==> config.mk <==
export PLATFORM = sky130hd
export DESIGN_NAME = idx_bitshift_unit
export DESIGN_NICKNAME = d
export VERILOG_FILES = /design/src/rtl/bsu_pkg.sv /design/src/rtl/bsu_shifter.sv /design/src/rtl/bsu_bitop.sv /design/src/rtl/bsu_dest.sv /design/src/rtl/idx_bitshift_unit.sv
export SDC_FILE = /design/constraint.sdc
export NUM_CORES = 1
export LEC_CHECK = 0
export ABC_AREA = 0
export BUFFER_PORTS_ARGS = -buffer_cell sky130_fd_sc_hd__buf_2
export CORE_ASPECT_RATIO = 1.2
export CORE_UTILIZATION = 49
export CTS_BUF_LIST = sky130_fd_sc_hd__clkbuf_4 sky130_fd_sc_hd__clkbuf_8 sky130_fd_sc_hd__clkbuf_16
export DETAILED_ROUTE_END_ITERATION = 6
export GPL_TIMING_DRIVEN = 0
export PLACE_DENSITY = 0.79
export SKIP_LAST_GASP = 1
export SYNTH_ARGS = -nofsm -noshare
export SYNTH_HDL_FRONTEND = slang
export SYNTH_SLANG_ARGS = --single-unit
==> constraint.sdc <==
create_clock -name clk -period 1.1 [get_ports clk]
set_input_delay 0.165 -clock clk [delete_from_list [all_inputs] [get_ports clk]]
set_output_delay 0.165 -clock clk [all_outputs]
set_load 0.02 [all_outputs]
==> src/rtl/bsu_pkg.sv <==
package bsu_pkg;

    // Shift selector, taken from op[5:3] when op[7:6] == 2'b00
    typedef enum logic [2:0] {
        SH_RLC = 3'd0,
        SH_RRC = 3'd1,
        SH_RL  = 3'd2,
        SH_RR  = 3'd3,
        SH_SLA = 3'd4,
        SH_SRA = 3'd5,
        SH_SLX = 3'd6,
        SH_SRL = 3'd7
    } shop_e;

    // Operation group, taken from op[7:6]
    typedef enum logic [1:0] {
        GRP_SHIFT = 2'd0,
        GRP_TEST  = 2'd1,
        GRP_CLR   = 2'd2,
        GRP_SETB  = 2'd3
    } grp_e;

    // Flag byte positions
    localparam int FL_S = 7;
    localparam int FL_Z = 6;
    localparam int FL_H = 4;
    localparam int FL_P = 2;
    localparam int FL_N = 1;
    localparam int FL_C = 0;

    // Low-field value that names the memory operand instead of a register
    localparam logic [2:0] MEM_SEL = 3'd6;

endpackage

==> src/rtl/bsu_shifter.sv <==
module bsu_shifter
    import bsu_pkg::*;
#(
    parameter int W = 8
) (
    input  shop_e          sel_i,
    input  logic [W-1:0]   din_i,
    input  logic           cin_i,
    output logic [W-1:0]   dout_o,
    output logic           cout_o
);
    localparam int MSB = W - 1;

    always_comb begin
        dout_o = din_i;
        cout_o = 1'b0;
        unique case (sel_i)
            SH_RLC: begin
                dout_o = {din_i[MSB-1:0], din_i[MSB]};
                cout_o = din_i[MSB];
            end
            SH_RRC: begin
                dout_o = {din_i[0], din_i[MSB:1]};
                cout_o = din_i[0];
            end
            SH_RL: begin
                dout_o = {din_i[MSB-1:0], cin_i};
                cout_o = din_i[MSB];
            end
            SH_RR: begin
                dout_o = {cin_i, din_i[MSB:1]};
                cout_o = din_i[0];
            end
            SH_SLA, SH_SLX: begin
                dout_o = {din_i[MSB-1:0], 1'b0};
                cout_o = din_i[MSB];
            end
            SH_SRA: begin
                dout_o = {din_i[MSB], din_i[MSB:1]};
                cout_o = din_i[0];
            end
            SH_SRL: begin
                dout_o = {1'b0, din_i[MSB:1]};
                cout_o = din_i[0];
            end
            default: begin
                dout_o = din_i;
                cout_o = 1'b0;
            end
        endcase
    end

endmodule

==> src/rtl/bsu_bitop.sv <==
module bsu_bitop #(
    parameter int W = 8,
    parameter int SEL_W = 3
) (
    input  logic [SEL_W-1:0] bit_i,
    input  logic             set_i,
    input  logic [W-1:0]     din_i,
    output logic [W-1:0]     dout_o
);
    for (genvar g = 0; g < W; g++) begin : g_bit
        assign dout_o[g] = (bit_i == SEL_W'(g)) ? set_i : din_i[g];
    end

endmodule

==> src/rtl/bsu_dest.sv <==
module bsu_dest
    import bsu_pkg::*;
(
    input  logic       indexed_i,
    input  grp_e       grp_i,
    input  logic [2:0] low_i,
    output logic       mem_we_o,
    output logic       reg_we_o,
    output logic [2:0] reg_idx_o
);
    logic writes;
    logic is_mem;

    assign writes    = (grp_i != GRP_TEST);
    assign is_mem    = (low_i == MEM_SEL);
    assign reg_idx_o = low_i;

    always_comb begin
        if (!writes) begin
            mem_we_o = 1'b0;
            reg_we_o = 1'b0;
        end else if (indexed_i) begin
            mem_we_o = 1'b1;
            reg_we_o = !is_mem;
        end else begin
            mem_we_o = is_mem;
            reg_we_o = !is_mem;
        end
    end

endmodule

==> src/rtl/idx_bitshift_unit.sv <==
module idx_bitshift_unit
    import bsu_pkg::*;
#(
    parameter int W = 8
) (
    input  logic         clk,
    input  logic         rst_n,
    input  logic         start_i,
    input  logic         indexed_i,
    input  logic [7:0]   op_i,
    input  logic [W-1:0] opnd_i,
    input  logic [7:0]   flags_i,
    output logic         valid_o,
    output logic [W-1:0] result_o,
    output logic [7:0]   flags_o,
    output logic         mem_we_o,
    output logic         reg_we_o,
    output logic [2:0]   reg_idx_o
);
    localparam int MSB = W - 1;

    typedef struct packed {
        logic         valid;
        logic         mem_we;
        logic         reg_we;
        logic [2:0]   reg_idx;
        logic [W-1:0] result;
        logic [7:0]   flags;
    } st_t;

    st_t st_d, st_q;

    grp_e         grp;
    shop_e        shsel;
    logic [W-1:0] sh_res;
    logic         sh_cout;
    logic [W-1:0] bit_res;
    logic         dst_mem, dst_reg;
    logic [2:0]   dst_idx;

    assign grp   = grp_e'(op_i[7:6]);
    assign shsel = shop_e'(op_i[5:3]);

    bsu_shifter #(.W(W)) u_shift (
        .sel_i  (shsel),
        .din_i  (opnd_i),
        .cin_i  (flags_i[FL_C]),
        .dout_o (sh_res),
        .cout_o (sh_cout)
    );

    bsu_bitop #(.W(W), .SEL_W(3)) u_bitop (
        .bit_i  (op_i[5:3]),
        .set_i  (op_i[6]),
        .din_i  (opnd_i),
        .dout_o (bit_res)
    );

    bsu_dest u_dest (
        .indexed_i (indexed_i),
        .grp_i     (grp),
        .low_i     (op_i[2:0]),
        .mem_we_o  (dst_mem),
        .reg_we_o  (dst_reg),
        .reg_idx_o (dst_idx)
    );

    always_comb begin
        st_d        = st_q;
        st_d.valid  = 1'b0;
        st_d.mem_we = 1'b0;
        st_d.reg_we = 1'b0;
        if (start_i) begin
            st_d.valid   = 1'b1;
            st_d.mem_we  = dst_mem;
            st_d.reg_we  = dst_reg;
            st_d.reg_idx = dst_idx;
            st_d.flags   = flags_i;
            unique case (grp)
                GRP_SHIFT: begin
                    st_d.result      = sh_res;
                    st_d.flags[FL_S] = sh_res[MSB];
                    st_d.flags[FL_Z] = (sh_res == '0);
                    st_d.flags[FL_H] = 1'b0;
                    st_d.flags[FL_P] = ~^sh_res;
                    st_d.flags[FL_N] = 1'b0;
                    st_d.flags[FL_C] = sh_cout;
                end
                GRP_CLR, GRP_SETB: st_d.result = bit_res;
                default:           st_d.result = opnd_i;
            endcase
        end
    end

    always_ff @(posedge clk or negedge rst_n) begin
        if (!rst_n) st_q <= '0;
        else        st_q <= st_d;
    end

    assign valid_o   = st_q.valid;
    assign result_o  = st_q.result;
    assign flags_o   = st_q.flags;
    assign mem_we_o  = st_q.mem_we;
    assign reg_we_o  = st_q.reg_we;
    assign reg_idx_o = st_q.reg_idx;

endmodule

==> reports/metrics.yaml <==
run_status:
  status: "finished, violations left"
  violations: "negative setup slack"
yosys:
  postSynthCellCount: 144
  async_reset_ff_share_pct: 100
  synth_edf_count: 0
  yosys-mux-area-fraction_pct: 11.7
  ys_dominant_reg_cell: "dfrtp_1"
  synth_seq_cells: 22
  synth_simple_gate_area_share_pct: 15.9
  synth_xor_xnor_area_share_pct: 2.26
  synth_area_per_cell_um2: 9.59
  dominant_combinational_cell_family_by_area_after_synthesis: "compound AO/OA/AOI/OAI gates"
  synth_warnings: 0
  syn-cell-area_mm2: 0.00138
  synth_cell_type_count: 42
  synth_nets: 175
  synth_adder_area_share_pct: 2.72
  proportion_of_synthesized_chip_area_in_sequential_cells_pct: 39.9
  synth-compound-area-share_pct: 20.6
drt:
  drt_first_pass_iters: 4
  via_count: 1353
  via_per_inst: 5.78
  remaining_drc_errors: 0
  detail_route.iter0.violations: 43
  wirelength_mm: 3.78
  drt-wirelength-per-cell_um: 16.2
  drt.antenna.violating_nets: 0
floorplanning:
  row_count: 20
  floorplan.die.height_um: 60.2
  ioPinCount: 50
  placeableCoreArea_mm2: 0.00260
  initial_standard_cell_utilization_of_the_core_pct: 53.1
  dieWidth_um: 50.5
  area_enclosed_by_the_die_boundary_mm2: 0.00304
timing:
  post-route-period-util_pct: 143
  final_max_slew_viol_count: 0
  finalCriticalPeriod_ns: 1.58
  finalHoldViolCount: 0
  achievable_clock_frequency_ghz: 0.634
  relSlewSlack_pct: 65.9
  timing.final.setup_violations: 2
  grt_setup_unrepaired: "true"
  finClkSkew_ns: 0
  setup_ws_ns: -0.477
  max_slew.worst_pin.slew_ns: 0.512
power_and_ir_drop:
  power_frac_clock_pct: 20.7
  int_power_mw: 1.43
  power-per-cell-area_mw_per_mm2: 1140
  power.combinational.fraction_pct: 35.2
  p_sw_share_pct: 32.6
  sequentialPowerShare_pct: 44.1
  total_power_consumption_of_the_routed_design_mw: 2.12
  p_leak_nw: 0.852
  net-switching-power_uw: 691
  peakVddDrop_mv: 1.07
worst_setup_path:
  critical_path_arrival_ns: 1.82
  crit_path_start_kind: "input pin"
  worstPathMaxFanout: 16
  worstPathRequired_ns: 1.34
  category_of_the_most_critical_setup_path: "in2reg"
  crit_path_end_kind: "register"
placed_design:
  port_buffers: 47
  placedCellCount: 224
  placedInstanceArea_mm2: 0.00168
  dp_worst_setup_slack_ns: -0.868
  detailedPlacementHpwl_mm: 2.76
  gp_congestion: 0.966
cells_and_area:
  combined_area_of_the_multi_input_logic_cells_um2: 806
  util_after_layout_pct: 71.7
  layout.filler_cells: 215
  syn_to_layout_area_delta_pct: 35.1
  ant_diodes: 0
  sequential_cell_area_um2: 551
  final_layout_size_suffix_gt1_share_pct: 39.8
  final_area_mm2: 0.00187
  nNetsFinal: 233
  final_cells: 234
global_routing:
  pin_count_of_the_biggest_net_entering_global_routing: 23
  grt_pass1_vias: 1286
  grtUsageTotal_pct: 25.9
  antenna_violations_before_repair: 0
  grt_first_pass_wirelength_mm: 5.84
  grt_overflow: 0
run:
  maxCapViolations: 0
clocking:
  cts.root.buffer_cell: "clkbuf_4"
  h-tree-depth: 1
  bufs_on_longest_clock_path: 2
  clock_latency_ns: 0.30
  numClockSinks: 22
  clk_pin_slew_ns: 0.12
  cts_tree: "done"
  cts-buffers-inserted: 3
hold_path:
  min_path_type: "in2reg"
## registers in the layout, indices dropped and copies added (netlist names)
signal,cells
flags_o,8
mem_we_o,1
reg_idx_o,3
reg_we_o,1
result_o,8
valid_o,1
## layout make-up
class                   count  share of cell area (%)
plain buffers              12                    4.90
clock buffers               4                    1.95
inverters                   4                   0.805
multi-input cells         104                    43.2
flip-flops and latches     22                    29.5
well taps                  33                    2.21
repair buffers             55                    17.4
## placed cells by master (no fill, tap or decap), types with 2 or more instances in the layout
master,netlist,layout
buf_2,6,46
nor2b_1,2,2
mux2i_4,0,5
buf_4,2,7
clkbuf_1,3,3
mux2_2,6,6
o2111ai_1,4,4
inv_1,4,4
nand2b_1,2,2
and4b_1,2,2
ha_1,3,2
buf_6,2,5
mux2i_1,8,3
nand3_1,4,4
a211oi_1,2,2
a31oi_1,3,3
o21ai_0,8,8
dlygate4sd3_1,0,2
o21a_1,5,5
dfrtp_1,22,22
clkbuf_4,0,4
nand2_1,12,12
a21oi_1,6,6
nor2_1,13,13
nand4_1,2,2
o211ai_1,3,3
## synthesized netlist by cell type, types with 2 or more instances
cell       count  share of area (%)
a211oi_1       2                1.1
a21oi_1        6                2.2
a31oi_1        3                1.4
and4b_1        2                1.4
buf_2          6                2.2
buf_4          2                1.1
buf_6          2                1.6
clkbuf_1       3               0.82
dfrtp_1       22                 40
ha_1           3                2.7
inv_1          4                1.1
mux2_2         6                4.9
mux2i_1        8                5.8
nand2_1       12                3.3
nand2b_1       2               0.91
nand3_1        4                1.4
nand4_1        2               0.91
nor2_1        13                3.5
nor2b_1        2               0.91
o2111ai_1      4                2.5
o211ai_1       3                1.6
o21a_1         5                2.7
o21ai_0        8                2.9
o311ai_0       2                1.3
## power by group through the flow
stage / combinational (mW) / sequential [mW] / clock [mW]
2_1_floorplan: 0.315 / 1.06 / 0
3_3_place_gp: 0.653 / 0.945 / 0
3_5_place_dp: 0.668 / 0.952 / 0
4_1_cts: 0.701 / 0.936 / 0.454
5_1_grt: 0.800 / 0.943 / 0.482
6_report: 0.746 / 0.935 / 0.437
## path summary, 6_finish.rpt
path                             start     endpoint  slack (ns)  depth (start not counted)
setup reg to reg            flags_o[2]   flags_o[2]        0.22                          3
min in group asynchronous        rst_n  result_o[3]        0.35                          2
hold reg to reg            result_o[3]  result_o[3]        0.50                          1
max in group asynchronous        rst_n   flags_o[7]        0.42                          2
hold / removal               indexed_i     mem_we_o        0.08                          3
setup / recovery               op_i[5]   flags_o[2]       -0.48                          7
## critical path: stages
cell	delay, ns
clkbuf_4	0.20
o31a_1	0.34
ha_2	0.33
xnor3_1	0.22
xor2_1	0.17
or3_1	0.33
nand3_1	0.08
## kinds of logic (layout without fill, tap and decap cells)
logic type,count (synthesis),in the layout
AOI/OAI and AO/OA,41,41
buffers and inverters,18,75
and+or+nand+nor,43,43
DFF,22,22
adders and majority gates,3,3
muxes,15,15
xor gates and xnor gates,2,2
## stage by stage
stage	TNS, ns	hold WS (ns)
after global placement	-3.78	0.138
after CTS	-0.443	0.0761
after detailed placement	-3.98	0.155
after floorplan	-0.883	-0.131
after global routing	-0.652	0.0667
final	-0.502	0.0814
## layer usage
metal  share of wire, %  global-route usage (%)
met1                 44                    33.5
met2                 51                    44.6
met3                4.3                    2.80
met4               0.90                    9.92
met5                  0                       0
## what timing repair did
action,4_1_cts,5_1_grt
hold buffers,2,0
endpoints found under the hold margin,23,0
gates cloned,0,0
setup buffers,1,5
pin swaps,0,2
endpoints found under the setup margin,2,3
gates resized for setup,8,14
(Power assumes the default switching activity.)
